File: src/rtl/nbs_pkg.sv
package nbs_pkg;

   typedef enum logic [2:0] {
      ST_IDLE  = 3'd0,
      ST_BGET  = 3'd1,
      ST_SETUP = 3'd2,
      ST_PULSE = 3'd3,
      ST_HOLD  = 3'd4,
      ST_FHOLD = 3'd5
   } seq_state_e;

   typedef enum logic [1:0] {
      OP_RD  = 2'd0,
      OP_WR  = 2'd1,
      OP_LAT = 2'd2
   } seq_op_e;

   localparam logic [1:0] RA_TIMING = 2'd0;
   localparam logic [1:0] RA_SRESET = 2'd1;
   localparam logic [1:0] RA_LUPD   = 2'd2;
   localparam logic [1:0] RA_LSTATE = 2'd3;

endpackage

File: src/rtl/nbs_regs.sv
module nbs_regs
   import nbs_pkg::*;
#(
   parameter int CNT_W    = 4,
   parameter int LAT_W    = 4,
   parameter int DEF_PW   = 6,
   parameter int DEF_HOLD = 2,
   localparam int REG_W   = 2 * CNT_W
) (
   input  logic             clk_i,
   input  logic             rst_ni,
   input  logic             reg_we_i,
   input  logic [1:0]       reg_addr_i,
   input  logic [REG_W-1:0] reg_wdata_i,
   input  logic             lat_taken_i,
   output logic [CNT_W-1:0] pw_o,
   output logic [CNT_W-1:0] hold_o,
   output logic [LAT_W-1:0] lat_o,
   output logic             pend_o
);

   localparam logic [CNT_W-1:0] PW_RST   = CNT_W'(DEF_PW);
   localparam logic [CNT_W-1:0] HOLD_RST = CNT_W'(DEF_HOLD);

   always_ff @(posedge clk_i or negedge rst_ni) begin
      if (!rst_ni) begin
         pw_o   <= PW_RST;
         hold_o <= HOLD_RST;
         lat_o  <= '0;
         pend_o <= 1'b0;
      end else begin
         if (lat_taken_i) pend_o <= 1'b0;
         if (reg_we_i) begin
            unique case (reg_addr_i)
               RA_TIMING: begin
                  pw_o   <= reg_wdata_i[CNT_W-1:0];
                  hold_o <= reg_wdata_i[REG_W-1:CNT_W];
               end
               RA_SRESET: begin
                  pw_o   <= PW_RST;
                  hold_o <= HOLD_RST;
                  lat_o  <= '0;
                  pend_o <= 1'b0;
               end
               RA_LUPD:   pend_o <= 1'b1;
               RA_LSTATE: lat_o  <= reg_wdata_i[LAT_W-1:0];
               default:   ;
            endcase
         end
      end
   end


   sreset_defaults_chk: assert property (@(posedge clk_i) disable iff (!rst_ni)
      (reg_we_i && reg_addr_i == RA_SRESET) |=> (pw_o == PW_RST && hold_o == HOLD_RST && !pend_o && lat_o == '0));


   lupd_pending_chk: assert property (@(posedge clk_i) disable iff (!rst_ni)
      (reg_we_i && reg_addr_i == RA_LUPD) |=> pend_o);

endmodule

File: src/rtl/nbs_fsm.sv
module nbs_fsm
   import nbs_pkg::*;
#(
   parameter int AW    = 16,
   parameter int DW    = 8,
   parameter int CNT_W = 4,
   parameter int LAT_W = 4,
   parameter int CSW   = 1
) (
   input  logic             clk_i,
   input  logic             rst_ni,
   input  logic             start_i,
   input  logic             rw_i,
   input  logic [CSW-1:0]   cs_sel_i,
   input  logic [AW-1:0]    addr_i,
   input  logic [DW-1:0]    wdata_i,
   input  logic             bus_ack_i,
   input  logic [CNT_W-1:0] pw_i,
   input  logic [CNT_W-1:0] hold_i,
   input  logic [LAT_W-1:0] lat_i,
   input  logic             pend_i,
   output seq_state_e       state_o,
   output logic [CNT_W-1:0] cnt_o,
   output seq_op_e          op_o,
   output logic [AW-1:0]    addr_o,
   output logic [DW-1:0]    pay_o,
   output logic [CSW-1:0]   cs_o,
   output logic             last_pulse_o,
   output logic             lat_taken_o
);

   localparam logic [CNT_W-1:0] ONE = CNT_W'(1);

   seq_state_e       state_d;
   logic [CNT_W-1:0] cnt_d;
   logic [CNT_W-1:0] pw_cur_q, hold_cur_q;
   logic             at_decision, take;
   logic             last_hold;

   assign at_decision  = (state_o == ST_IDLE) || (state_o == ST_FHOLD);
   assign take         = at_decision && (pend_i || start_i);
   assign lat_taken_o  = take && pend_i;
   assign last_pulse_o = (state_o == ST_PULSE) && (cnt_o == pw_cur_q);
   assign last_hold    = (state_o == ST_HOLD) && (cnt_o == hold_cur_q);

   always_comb begin
      state_d = state_o;
      cnt_d   = '0;
      unique case (state_o)
         ST_IDLE:  if (take) state_d = ST_BGET;
         ST_BGET:  if (bus_ack_i) state_d = ST_SETUP;
         ST_SETUP: begin
            state_d = ST_PULSE;
            cnt_d   = ONE;
         end
         ST_PULSE: begin
            if (last_pulse_o) begin
               state_d = ST_HOLD;
               cnt_d   = ONE;
            end else begin
               cnt_d = cnt_o + ONE;
            end
         end
         ST_HOLD: begin
            if (last_hold) state_d = ST_FHOLD;
            else           cnt_d   = cnt_o + ONE;
         end
         ST_FHOLD: state_d = take ? ST_BGET : ST_IDLE;
         default:  state_d = ST_IDLE;
      endcase
   end

   always_ff @(posedge clk_i or negedge rst_ni) begin
      if (!rst_ni) begin
         state_o    <= ST_IDLE;
         cnt_o      <= '0;
         op_o       <= OP_RD;
         addr_o     <= '0;
         pay_o      <= '0;
         cs_o       <= '0;
         pw_cur_q   <= ONE;
         hold_cur_q <= ONE;
      end else begin
         state_o <= state_d;
         cnt_o   <= cnt_d;
         if (take) begin
            pw_cur_q   <= (pw_i == '0) ? ONE : pw_i;
            hold_cur_q <= (hold_i == '0) ? ONE : hold_i;
            if (pend_i) begin
               op_o   <= OP_LAT;
               addr_o <= '0;
               pay_o  <= DW'(lat_i);
               cs_o   <= '0;
            end else begin
               op_o   <= rw_i ? OP_RD : OP_WR;
               addr_o <= addr_i;
               pay_o  <= wdata_i;
               cs_o   <= cs_sel_i;
            end
         end
      end
   end


   bget_wait_chk: assert property (@(posedge clk_i) disable iff (!rst_ni)
      (state_o == ST_BGET && !bus_ack_i) |=> state_o == ST_BGET);


   pulse_count_range_chk: assert property (@(posedge clk_i) disable iff (!rst_ni)
      (state_o == ST_PULSE) |-> (cnt_o >= ONE && cnt_o <= pw_cur_q));


   chain_no_idle_chk: assert property (@(posedge clk_i) disable iff (!rst_ni)
      (state_o == ST_FHOLD && start_i) |=> state_o == ST_BGET);


   count_frozen_chk: assert property (@(posedge clk_i) disable iff (!rst_ni)
      (state_o != ST_IDLE && state_o != ST_FHOLD) |=> $stable(pw_cur_q) && $stable(hold_cur_q));

endmodule

File: src/rtl/nbs_pins.sv
module nbs_pins
   import nbs_pkg::*;
#(
   parameter int AW    = 16,
   parameter int DW    = 8,
   parameter int CNT_W = 4,
   parameter int NCS   = 2,
   parameter int CSW   = 1
) (
   input  logic             clk_i,
   input  logic             rst_ni,
   input  seq_state_e       state_i,
   input  logic [CNT_W-1:0] cnt_i,
   input  seq_op_e          op_i,
   input  logic [AW-1:0]    addr_i,
   input  logic [DW-1:0]    pay_i,
   input  logic [CSW-1:0]   cs_i,
   input  logic             last_pulse_i,
   input  logic             bus_ack_i,
   input  logic [DW-1:0]    data_i,
   output logic             bus_req_o,
   output logic [NCS-1:0]   cs_n_o,
   output logic [AW-1:0]    addr_o,
   output logic             addr_oe_o,
   output logic [DW-1:0]    data_o,
   output logic             data_oe_o,
   output logic             ale_o,
   output logic             rd_n_o,
   output logic             wr_n_o,
   output logic             done_o,
   output logic [DW-1:0]    rdata_o
);

   logic on_bus, strobing, drives_data;
   logic extra_q;
   logic [DW-1:0] dbus_q;

   assign on_bus      = (state_i == ST_SETUP) || (state_i == ST_PULSE) ||
                        (state_i == ST_HOLD)  || (state_i == ST_FHOLD);
   assign strobing    = (state_i == ST_PULSE) || (state_i == ST_HOLD);
   assign drives_data = (op_i != OP_RD);

   assign bus_req_o = (state_i != ST_IDLE);
   assign addr_oe_o = on_bus;
   assign addr_o    = addr_i;
   assign data_o    = dbus_q;
   assign data_oe_o = (on_bus && drives_data) || extra_q;
   assign wr_n_o    = !((state_i == ST_PULSE) && (op_i == OP_WR));
   assign rd_n_o    = !((op_i == OP_RD) &&
                        ((state_i == ST_PULSE) || ((state_i == ST_HOLD) && (cnt_i == CNT_W'(1)))));
   assign ale_o     = strobing && (op_i == OP_LAT);

   for (genvar g = 0; g < NCS; g++) begin : g_cs
      assign cs_n_o[g] = !(on_bus && (op_i != OP_LAT) && (cs_i == CSW'(g)));
   end

   always_ff @(posedge clk_i or negedge rst_ni) begin
      if (!rst_ni) begin
         dbus_q  <= '0;
         extra_q <= 1'b0;
         done_o  <= 1'b0;
         rdata_o <= '0;
      end else begin
         if (state_i == ST_BGET && bus_ack_i) dbus_q <= pay_i;
         extra_q <= (state_i == ST_FHOLD) && drives_data;
         done_o  <= (state_i == ST_FHOLD);
         if (last_pulse_i && op_i == OP_RD) rdata_o <= data_i;
      end
   end


   wr_ends_into_hold_chk: assert property (@(posedge clk_i) disable iff (!rst_ni)
      $rose(wr_n_o) |-> state_i == ST_HOLD);


   rd_covers_first_hold_chk: assert property (@(posedge clk_i) disable iff (!rst_ni)
      (last_pulse_i && op_i == OP_RD) |=> !rd_n_o);


   setup_before_strobe_chk: assert property (@(posedge clk_i) disable iff (!rst_ni)
      $rose(addr_oe_o) |-> (rd_n_o && wr_n_o && !ale_o && $past(bus_req_o)));


   data_after_addr_chk: assert property (@(posedge clk_i) disable iff (!rst_ni)
      ($fell(addr_oe_o) && $past(data_oe_o)) |-> (data_oe_o && $stable(data_o)));


   done_single_chk: assert property (@(posedge clk_i) disable iff (!rst_ni)
      done_o |=> !done_o);

endmodule

File: src/rtl/nand_bus_seq.sv
module nand_bus_seq
   import nbs_pkg::*;
#(
   parameter int AW       = 16,
   parameter int DW       = 8,
   parameter int CNT_W    = 4,
   parameter int NCS      = 2,
   parameter int LAT_W    = 4,
   parameter int DEF_PW   = 6,
   parameter int DEF_HOLD = 2,
   localparam int CSW     = $clog2(NCS),
   localparam int REG_W   = 2 * CNT_W
) (
   input  logic             clk_i,
   input  logic             rst_ni,
   input  logic             start_i,
   input  logic             rw_i,
   input  logic [CSW-1:0]   cs_sel_i,
   input  logic [AW-1:0]    addr_i,
   input  logic [DW-1:0]    wdata_i,
   input  logic             reg_we_i,
   input  logic [1:0]       reg_addr_i,
   input  logic [REG_W-1:0] reg_wdata_i,
   input  logic             bus_ack_i,
   input  logic [DW-1:0]    data_i,
   output logic             bus_req_o,
   output logic [NCS-1:0]   cs_n_o,
   output logic [AW-1:0]    addr_o,
   output logic             addr_oe_o,
   output logic [DW-1:0]    data_o,
   output logic             data_oe_o,
   output logic             ale_o,
   output logic             rd_n_o,
   output logic             wr_n_o,
   output logic             done_o,
   output logic [DW-1:0]    rdata_o
);

   if (NCS < 2) begin : g_bad_ncs
      $error("nand_bus_seq: NCS must be at least 2");
   end
   if (LAT_W > DW || LAT_W > REG_W) begin : g_bad_lat
      $error("nand_bus_seq: LAT_W exceeds data or register width");
   end
   if (DEF_PW < 1 || DEF_PW >= (1 << CNT_W) || DEF_HOLD < 1 || DEF_HOLD >= (1 << CNT_W)) begin : g_bad_def
      $error("nand_bus_seq: default counts out of range");
   end

   logic [CNT_W-1:0] pw_w, hold_w, cnt_w;
   logic [LAT_W-1:0] lat_w;
   logic             pend_w, lat_taken_w, last_pulse_w;
   seq_state_e       state_w;
   seq_op_e          op_w;
   logic [AW-1:0]    cur_addr_w;
   logic [DW-1:0]    pay_w;
   logic [CSW-1:0]   cs_w;

   nbs_regs #(
      .CNT_W(CNT_W), .LAT_W(LAT_W), .DEF_PW(DEF_PW), .DEF_HOLD(DEF_HOLD)
   ) regs_i (
      .clk_i       (clk_i),
      .rst_ni      (rst_ni),
      .reg_we_i    (reg_we_i),
      .reg_addr_i  (reg_addr_i),
      .reg_wdata_i (reg_wdata_i),
      .lat_taken_i (lat_taken_w),
      .pw_o        (pw_w),
      .hold_o      (hold_w),
      .lat_o       (lat_w),
      .pend_o      (pend_w)
   );

   nbs_fsm #(
      .AW(AW), .DW(DW), .CNT_W(CNT_W), .LAT_W(LAT_W), .CSW(CSW)
   ) fsm_i (
      .clk_i        (clk_i),
      .rst_ni       (rst_ni),
      .start_i      (start_i),
      .rw_i         (rw_i),
      .cs_sel_i     (cs_sel_i),
      .addr_i       (addr_i),
      .wdata_i      (wdata_i),
      .bus_ack_i    (bus_ack_i),
      .pw_i         (pw_w),
      .hold_i       (hold_w),
      .lat_i        (lat_w),
      .pend_i       (pend_w),
      .state_o      (state_w),
      .cnt_o        (cnt_w),
      .op_o         (op_w),
      .addr_o       (cur_addr_w),
      .pay_o        (pay_w),
      .cs_o         (cs_w),
      .last_pulse_o (last_pulse_w),
      .lat_taken_o  (lat_taken_w)
   );

   nbs_pins #(
      .AW(AW), .DW(DW), .CNT_W(CNT_W), .NCS(NCS), .CSW(CSW)
   ) pins_i (
      .clk_i        (clk_i),
      .rst_ni       (rst_ni),
      .state_i      (state_w),
      .cnt_i        (cnt_w),
      .op_i         (op_w),
      .addr_i       (cur_addr_w),
      .pay_i        (pay_w),
      .cs_i         (cs_w),
      .last_pulse_i (last_pulse_w),
      .bus_ack_i    (bus_ack_i),
      .data_i       (data_i),
      .bus_req_o    (bus_req_o),
      .cs_n_o       (cs_n_o),
      .addr_o       (addr_o),
      .addr_oe_o    (addr_oe_o),
      .data_o       (data_o),
      .data_oe_o    (data_oe_o),
      .ale_o        (ale_o),
      .rd_n_o       (rd_n_o),
      .wr_n_o       (wr_n_o),
      .done_o       (done_o),
      .rdata_o      (rdata_o)
   );


   idle_quiet_chk: assert property (@(posedge clk_i) disable iff (!rst_ni)
      !bus_req_o |-> (rd_n_o && wr_n_o && !ale_o && !addr_oe_o && (&cs_n_o)));

endmodule

File: config.mk
export PLATFORM = sky130hd
export DESIGN_NAME = nand_bus_seq
export DESIGN_NICKNAME = d
export VERILOG_FILES = /design/src/rtl/nbs_pkg.sv /design/src/rtl/nbs_regs.sv /design/src/rtl/nbs_fsm.sv /design/src/rtl/nbs_pins.sv /design/src/rtl/nand_bus_seq.sv
export SDC_FILE = /design/constraint.sdc
export NUM_CORES = 1
export LEC_CHECK = 0
export BUFFER_PORTS_ARGS = -buffer_cell sky130_fd_sc_hd__buf_2
export CORE_MARGIN = 10
export CORE_UTILIZATION = 40
export CTS_BUF_LIST = sky130_fd_sc_hd__clkbuf_16
export DETAILED_ROUTE_END_ITERATION = 12
export GPL_TIMING_DRIVEN = 1
export PLACE_DENSITY_LB_ADDON = 0.1
export SLEW_MARGIN = 20
export SYNTH_ARGS = -nofsm -noshare
export SYNTH_HDL_FRONTEND = slang
export SYNTH_HIERARCHICAL = 1
export SYNTH_SLANG_ARGS = --single-unit
File: constraint.sdc
create_clock -name clk_i -period 2.35 [get_ports clk_i]
set_input_delay 0.235 -clock clk_i [delete_from_list [all_inputs] [get_ports clk_i]]
set_output_delay 0.235 -clock clk_i [all_outputs]
set_load 0.03 [all_outputs]
==> results of run 1 <==
## final cells by class
type / instances / area (um^2) / area share
repair buffers: 94 / 510.5 / 0.1195
well taps: 108 / 135.1 / 0.03163
clock inverters: 7 / 85.08 / 0.01992
multi-input cells: 183 / 1366 / 0.3199
inverters: 31 / 116.4 / 0.02724
clock buffers: 9 / 225.2 / 0.05272
flip-flops and latches: 73 / 1833 / 0.4291
## power groups by stage
stage	Sequential (W)	Combinational, W	Clock, W
finish	0.00217	0.00233	0.00141
global route	0.00225	0.00257	0.00152
detailed placement	0.00219	0.00236	0
CTS	0.00217	0.00237	0.00146
global placement	0.00218	0.00235	0
floorplan	0.00234	0.00170	0
## final timing paths
check                                  start                 to  slack (ps)  cells after the start
min                                data_i[3]  pins_i/rdata_o[3]         140                      2
max                         fsm_i/state_o[1]             wr_n_o         270                      3
max in group asynchronous             rst_ni  fsm_i/pw_cur_q[0]        1190                      3
min reg2reg                  regs_i/lat_o[1]    regs_i/lat_o[1]         500                      1
min in group asynchronous             rst_ni  pins_i/rdata_o[3]         460                      2
max reg2reg                fsm_i/pw_cur_q[0]  pins_i/rdata_o[0]         480                      5
## metrics by stage
step	total power [W]	hold slack [ps]
CTS	0.006006	129.9
floorplan	0.004037	-60.59
global route	0.006339	138.1
detailed placement	0.004552	283.4
global placement	0.004526	286.1
finish	0.005903	144.0
## per-layer routing
layer / vias up / track usage / share of wire
met2: 71 / 0.1726 / 0.45
li1: 1215 / - / -
met5: - / 0 / 0
met1: 1120 / 0.1548 / 0.46
met3: 7 / 0.05932 / 0.084
met4: 0 / 0.03046 / 0.0078
## state kept, by name, summed over array words and instances, names as in the netlist, 2 cells and up
signal	count
fsm_i/pay_o	8
fsm_i/state_o	3
fsm_i/addr_o	16
pins_i/data_o	8
fsm_i/pw_cur_q	4
regs_i/hold_o	4
fsm_i/cnt_o	4
regs_i/pw_o	4
pins_i/rdata_o	8
regs_i/lat_o	4
fsm_i/op_o	2
fsm_i/hold_cur_q	4
## logic make-up after synthesis
logic type               count (synthesis)  synth area share
AND/OR/NAND/NOR                         84            0.1484
adder cells (fa/ha/maj)                  5           0.01779
buffers and inverters                   62           0.09181
flip-flops                              73            0.5214
multiplexers                            28           0.08826
AO/OA/AOI/OAI                           54            0.1004
XOR/XNOR                                12           0.03203
## what timing repair did
| item | CTS | global route |
|---|---|---|
| hold endpoints to repair | 21 | 0 |
| endpoints found under the setup margin | 0 | 0 |
| hold buffers | 1 | 0 |
## cells in the mapped netlist, types with 2 or more instances
master / n / area (um^2)
a21oi_1: 8 / 40.04
a221o_1: 2 / 20.02
a221o_2: 2 / 22.52
a22o_1: 2 / 17.52
a311oi_1: 2 / 17.52
a31oi_1: 2 / 12.51
a32o_1: 2 / 20.02
and2_1: 5 / 31.28
buf_2: 6 / 30.03
buf_4: 20 / 150.1
clkbuf_1: 4 / 15.01
dfrtp_1: 68 / 1702
dfstp_2: 5 / 131.4
ha_1: 5 / 62.56
inv_1: 31 / 116.4
mux2_1: 5 / 56.30
mux2_2: 19 / 214.0
mux2i_1: 4 / 40.04
nand2_1: 4 / 15.01
nand2b_1: 2 / 12.51
nand3_1: 2 / 10.01
nand3b_1: 22 / 165.2
nor2_1: 20 / 75.07
nor2b_1: 10 / 62.56
nor3_1: 6 / 30.03
o21ai_0: 27 / 135.1
o21bai_1: 2 / 15.01
or3b_2: 2 / 17.52
xnor2_1: 10 / 87.58
==> results.toml, run 1 <==
[worst_setup_path]
cpMaxStageDelayCell = "dfrtp_1"
cp.required_ps = 2120
cp-end-kind = "output port"
path_cells = "nand3b_1 > or3b_2 > buf_2"
crit_buf_inv = 1
slowest_delay_ps = 650
arrival_ps = 1850
cp_top_family = "simple AND/OR/NAND/NOR gates"
crit_path_start_kind = "flop"
worst-path-max-fanout = 16
path_class = "reg2out"

[clocking]
clockBufferDepth = 2
cts-root-buf = "clkbuf_16"
cts_made_buffers = 9
cts_tree = "built"
cts_max_level = 3
worst_skew_pair.late_latency_ps = 320
path_clk_slew_ps = 50
cts_sinks = 73
cts_resized = 0
postCtsSetupBuffers = 0

[route]
first_iter_violations = 90
detail-route-antenna-nets = 0
via_count = 2413
drtPass1Iterations = 5
viasPerCell = 4.778
drc = 0
routed_wl_um = 7535
wl_per_cell_um = 14.92

[synth]
synth-edff-count = 0
synth_nets = 372
syn_inst = 318
synth-async-reset-ratio = 1.000
yosys_warnings = 6
syn-cell-area_um2 = 3516
synth-seq-cells = 73
avgSynthCellArea_um2 = 11.06
ys.flop_type = "dfrtp_1"
ys_seq_area_frac = 0.5214
synthDistinctLibCells = 48

[pwr]
p_seq_frac = 0.367
vdd_drop_max_mv = 0.5618
power.density_nw_per_um2 = 1382
p_leak_nw = 2.012
power.share.clock = 0.239
swShare = 0.3899
p_comb_frac = 0.394
p_sw_w = 0.002302
internal-power_w = 0.003602

[global_routing]
grt_max_degree = 63
grt.total_usage = 0.1193
grt_pass1_vias = 2510
grt_pass1_wl_um = 12700
globalRouteOverflowTotal = 0
antenna_found_initial = 0

[cells_and_area]
antenna_cells = 0
drive_gt1_frac = 0.3552
final_common_cell = "buf_2"
finalNetCount = 446
final_cell_mix = "buf_2, dfrtp_1, inv_1"
final_util = 0.4946
final.fill_count = 813
design_area_um2 = 4272
fin_cells = 505
syn2layout_area_growth_pct = 21.49

[floorplanning]
ios = 90
coreArea_um2 = 8636
die_h_um = 113.8
rows = 34
die_x_um = 113.8
floorplan.initialDensity = 0.4071
die_area_um2 = 12940

[job]
maxCapViolCount = 0

[sta]
tns_ps = 0
hold_violations = 0
slew_headroom = 0.5964
drv_slew = 0
finalCritPeriodShare = 0.8853
max_freq_mhz = 480.7
setup_ws_ps = 269.5
tightest_slew_ps = 605.4
setup_viol = 0
rsz0062_at_grt = "no"
clock_skew_ps = 3.553
fin_crit_ps = 2080

[placement]
place_ws_ps = 459.8
dpl_cell_area_um2 = 3951
hpwlAfterDp_um = 5509
portBuffers = 89
gp_congestion = 0.7147
place_inst = 488

[hold_path]
hp-class = "in2reg"

[outcome]
outcome = "finished clean"
No activity file was read; power rests on OpenSTA's default activity.
==> run 2: changes to the inputs <==
ABC_AREA = 1   (was default)
==> run 2 against run 1 <==
Final cell count up 24%. Fmax up 14%. Power up 0.56%. Sequential cell count unchanged. Global-route usage up 0.92 points. Die area up 6.0%. Sequential share of layout area down 1.6 points. Routed wire length up 9.5%. Clock skew up 5.4 ps. Synthesized cell count up 37%. Register-to-register slack better by 40 ps. Area after synthesis up 7.3%.
==> results.toml, run 2 <==
[sta]
hold_violations = 0
clock_skew_ps = 8.960
fin_crit_ps = 1826
setup_viol = 0
tightest_slew_ps = 420.8
slew_headroom = 0.7192
max_freq_mhz = 547.6
finalCritPeriodShare = 0.7770
tns_ps = 0
setup_ws_ps = 524.0
drv_slew = 0
rsz0062_at_grt = "no"

[outcome]
outcome = "finished clean"

[floorplanning]
die_area_um2 = 13720
floorplan.initialDensity = 0.4103
coreArea_um2 = 9196
ios = 90
die_x_um = 117.1
die_h_um = 117.1
rows = 35

[synth]
yosys.area.top_type = "dfrtp_1"
syn-cell-area_um2 = 3774
avgSynthCellArea_um2 = 8.635
synth-seq-cells = 73
synth_nets = 491
yosysMostFrequentCell = "nand2_1"
synth_common_cells = "nand2_1, dfrtp_1, inv_1, o21ai_2, nand3_1"
synth-edff-count = 0
synth.area.top_cells = "dfrtp_1, nand2_1, o21ai_2"
syn_inst = 437
synthDistinctLibCells = 32
yosysTopAreaCellShare = 0.4509
ys_seq_area_frac = 0.4857
yosys_warnings = 6
ys.flop_type = "dfrtp_1"
synth-async-reset-ratio = 1.000

[cells_and_area]
final_common_cell = "nand2_1"
design_area_um2 = 4434
finalNetCount = 566
final_util = 0.4822
largest-register = "fsm_i/addr_o"
antenna_cells = 0
drive_gt1_frac = 0.3333
largest_reg_flops = 16
syn2layout_area_growth_pct = 17.51
final_cell_mix = "nand2_1, buf_2, dfrtp_1"

[worst_setup_path]
crit_path_start_kind = "flop"
arrival_ps = 2030
path_class = "reg2reg"
reg2reg_depth = 9
r2r_start = "fsm_i/state_o[0]"
cp-end-kind = "flop"
worst-path-max-fanout = 9
cp.required_ps = 2550
r2r_setup_slack_ps = 520
r2r-end = "pins_i/rdata_o[1]"

[placement]
portBuffers = 89
hpwlAfterDp_um = 6178
place_ws_ps = 554.5
gp_congestion = 0.7942
dpl_cell_area_um2 = 4170

[global_routing]
grt_pass1_wl_um = 14120
grtUsageMet1 = 0.1575
grt.total_usage = 0.1285
met3_usage = 0.03415
grt_pass1_vias = 2965
top_usage_layer = "met2"
globalRouteOverflowTotal = 0
antenna_found_initial = 0
use_met2 = 0.2103
grt_max_degree = 45

[clocking]
cts_made_buffers = 9
cts-root-buf = "clkbuf_16"
cts_tree = "built"
postCtsSetupBuffers = 0
path_clk_slew_ps = 60
cts_resized = 0
cts_sinks = 73
worst_skew_pair.late_latency_ps = 320
clockBufferDepth = 2
cts_max_level = 3
cts_hold_buf = 1

[route]
viasPerCell = 4.649
routed_wl_um = 8248
drc = 0
detail-route-antenna-nets = 0
drtPass1Iterations = 6
first_iter_violations = 128
wl_per_cell_um = 13.15
via_count = 2915

[pwr]
p_total_w = 0.005936
vdd_drop_max_mv = 0.5345
p_leak_nw = 2.426
power.density_nw_per_um2 = 1339

[job]
maxCapViolCount = 0

[hold_path]
hp-class = "in2reg"
min_path_cells = 2
whs_endpoint = "fsm_i/op_o[0]"
min_from = "rw_i"
## run 2: layout make-up
type / instances / area [um^2]
fillers: 908 / 4762
flip-flops and latches: 73 / 1833
multi-input cells: 284 / 1505
repair buffers: 94 / 513.0
clock buffers: 9 / 225.2
inverters: 50 / 190.2
well taps: 111 / 138.9
clock inverters: 6 / 28.78
## run 2: power by group
| part | switching (W) | internal (W) | leakage (nW) |
|---|---|---|---|
| logic | 0.00181 | 0.000865 | 1.38 |
| clock network | 0.000483 | 0.000692 | 0.131 |
| registers | 0.000335 | 0.00175 | 0.912 |
| total | 0.00263 | 0.00331 | 2.43 |
## run 2: per-stage QoR
step | hold WS, ps | cells
6_report | 126.3 | 627
5_1_grt | 119.5 | 627
4_1_cts | 121.5 | 627
3_5_place_dp | 204.7 | 611
3_3_place_gp | 198.1 | 611
2_1_floorplan | -60.59 | 437
## run 2: how the worst max path moves through the flow
| stage | from | to | slack [ps] | cells past startpoint |
|---|---|---|---|---|
| 6_report | fsm_i/state_o[0] | pins_i/rdata_o[1] | 520 | 9 |
| 2_1_floorplan | fsm_i/state_o[0] | pins_i/rdata_o[0] | 780 | 10 |
| 5_1_grt | fsm_i/state_o[0] | pins_i/rdata_o[1] | 220 | 9 |
| 3_3_place_gp | fsm_i/state_o[0] | pins_i/rdata_o[2] | 580 | 9 |
| 3_5_place_dp | fsm_i/state_o[0] | pins_i/rdata_o[1] | 550 | 9 |
| 4_1_cts | fsm_i/state_o[0] | pins_i/rdata_o[1] | 530 | 9 |
## run 2: cells by family (layout without fill, tap and decap cells)
kind of cell | after synthesis | after routing | share of synthesized area
AOI/OAI and AO/OA | 51 | 51 | 0.1088
xor gates and xnor gates | 3 | 3 | 0.006964
adders and majority gates | 5 | 5 | 0.01658
buffers and inverters | 80 | 159 | 0.1167
DFF | 73 | 73 | 0.4857
and+or+nand+nor | 225 | 225 | 0.2653
## run 2: critical path: stages (launching register included)
cell,delay [ps]
dfrtp_1,510
inv_1,140
nor2_2,140
inv_1,70
nor2_2,120
nand3_1,110
inv_1,220
nand2_1,230
nand2_1,120
nand2_1,50
## run 2: metal layers
| metal | share of wire | routed length [um] | vias up |
|---|---|---|---|
| li1 | - | - | 1518 |
| met1 | 0.46 | 3777 | 1329 |
| met2 | 0.48 | 3967 | 61 |
| met3 | 0.049 | 403 | 7 |
| met4 | 0.012 | 99 | 0 |
| met5 | 0 | 0 | - |
==> run 3: changes to the inputs <==
clock period = 1.75 ns   (was 2.35 ns; I/O delays follow)
==> run 3 against run 2 <==
Hold slack got worse by 82 ps. Core utilization increased by 0.99 points. Largest cell class unchanged. Critical path type is now reg2out. Routed wire length is 2.0% lower. Sequential cell count did not move. Highest routed layer unchanged. First-iteration DRC count fell by 3.9%.
==> results.toml, run 3 (synthesis results as in run 2) <==
[global_routing]
grt_pass1_wl_um = 13620
antenna_found_initial = 0
grt_max_degree = 39
grt.total_usage = 0.1249
grt_pass1_vias = 2887
globalRouteOverflowTotal = 0

[sta]
finalCritPeriodShare = 0.9455
tightest_slew_ps = 508.3
slew_headroom = 0.6612
max_freq_mhz = 604.4
setup_viol = 0
hold_violations = 0
fin_crit_ps = 1655
clock_skew_ps = 6.108
drv_slew = 0
tns_ps = 0
setup_ws_ps = 95.34

[route]
routed_wl_um = 8085
wl_per_cell_um = 12.73
drtPass1Iterations = 4
via_count = 2925
first_iter_violations = 123
detail-route-antenna-nets = 0
drc = 0
viasPerCell = 4.606

[clocking]
cts_sinks = 73
cts-root-buf = "clkbuf_16"
cts_made_buffers = 9
clockBufferDepth = 2
cts_tree = "built"
path_clk_slew_ps = 60
cts_max_level = 3
worst_skew_pair.late_latency_ps = 330

[placement]
hpwlAfterDp_um = 6151
place_inst = 617
gp_congestion = 0.8038
portBuffers = 89
place_ws_ps = 199.3

[cells_and_area]
final_common_cell = "nand2_1"
largest_reg_flops = 16
final.fill_count = 938
final_util = 0.4921
ff_latch_area_um2 = 1837
finalNetCount = 573
drive_gt1_frac = 0.3588
antenna_cells = 0
final_cell_mix = "nand2_1, buf_2, dfrtp_1"
fin_cells = 635
syn2layout_area_growth_pct = 19.93
multiInputGateArea_um2 = 1515
largest-register = "fsm_i/addr_o"

[worst_setup_path]
cp-end-kind = "output port"
crit_top_cell = "nand2_1"
crit_path_start_kind = "flop"
path_class = "reg2out"
cp.required_ps = 1570
path_cells = "buf_4 > nor2_2 > nand2_2 > nand3_2 > nand2_1 > nand2_1 > clkbuf_4"
arrival_ps = 1480
worst-path-max-fanout = 5
slowest_delay_ps = 390
crit_buf_inv = 2
cpMaxStageDelayCell = "dfrtp_1"
cp_top_family = "simple AND/OR/NAND/NOR gates"

[floorplanning]
ios = 90
die_x_um = 117.1
die_h_um = 117.1
die_area_um2 = 13720
coreArea_um2 = 9196
rows = 35
floorplan.initialDensity = 0.4103

[hold_path]
hp-class = "in2reg"

[pwr]
vdd_drop_max_mv = 0.6761
p_leak_nw = 2.464
p_total_w = 0.008115
power.density_nw_per_um2 = 1793

[job]
maxCapViolCount = 0

[outcome]
outcome = "finished clean"
run 3: timing repair:
item	in CTS	in global routing
endpoints found under the hold margin	34	0
hold buffers	1	0
gates cloned	0	0
buffers inserted	0	1
resized for setup	1	6
setup endpoints to repair	1	8
pin swaps	0	1
run 3: final timing paths:
kind	startpoint	endpoint	slack [ps]	depth (start not counted)
worst max-delay path	fsm_i/state_o[0]	data_oe_o	100	7
min in group asynchronous	rst_ni	pins_i/rdata_o[6]	370	2
worst min register to register	pins_i/rdata_o[7]	pins_i/rdata_o[7]	470	2
worst max register to register	fsm_i/state_o[2]	pins_i/rdata_o[5]	230	8
max in group asynchronous	rst_ni	regs_i/pw_o[1]	790	3
worst min-delay path	rw_i	fsm_i/op_o[0]	40	2
run 3: routing by layer:
layer | vias up | global-route usage | part of all wire
met5 | - | 0 | 0
met4 | 0 | 0.05931 | 0.017
met3 | 13 | 0.03364 | 0.048
met2 | 61 | 0.2002 | 0.48
met1 | 1322 | 0.1529 | 0.46
li1 | 1529 | - | -
run 3: report_power, final:
part	total (W)	internal [W]	switching [W]
Sequential	0.00277	0.00236	0.000418
Combinational	0.00373	0.00126	0.00247
Clock	0.00161	0.000942	0.000669
run 3: layout make-up:
type / instances / area share
sequential: 73 / 0.4059
multi-input combinational: 284 / 0.3348
timing repair buffer: 101 / 0.1283
clock buffer: 9 / 0.04977
inverter: 50 / 0.04202
tap: 111 / 0.03069
clock inverter: 7 / 0.008571
run 3: worst reg2reg max path: cells and delay by family, from the launching register on:
kind                   cells  cell delay (ps)
buffers and inverters      2              170
AND/OR/NAND/NOR            6              770
flip-flops                 1              470
run 3: stage by stage:
step,area [um^2],hold slack [ps]
3_3_place_gp,4228,189.9
6_report,4526,44.27
2_1_floorplan,3774,-120.6
5_1_grt,4526,36.00
4_1_cts,4503,37.22
3_5_place_dp,4228,188.9
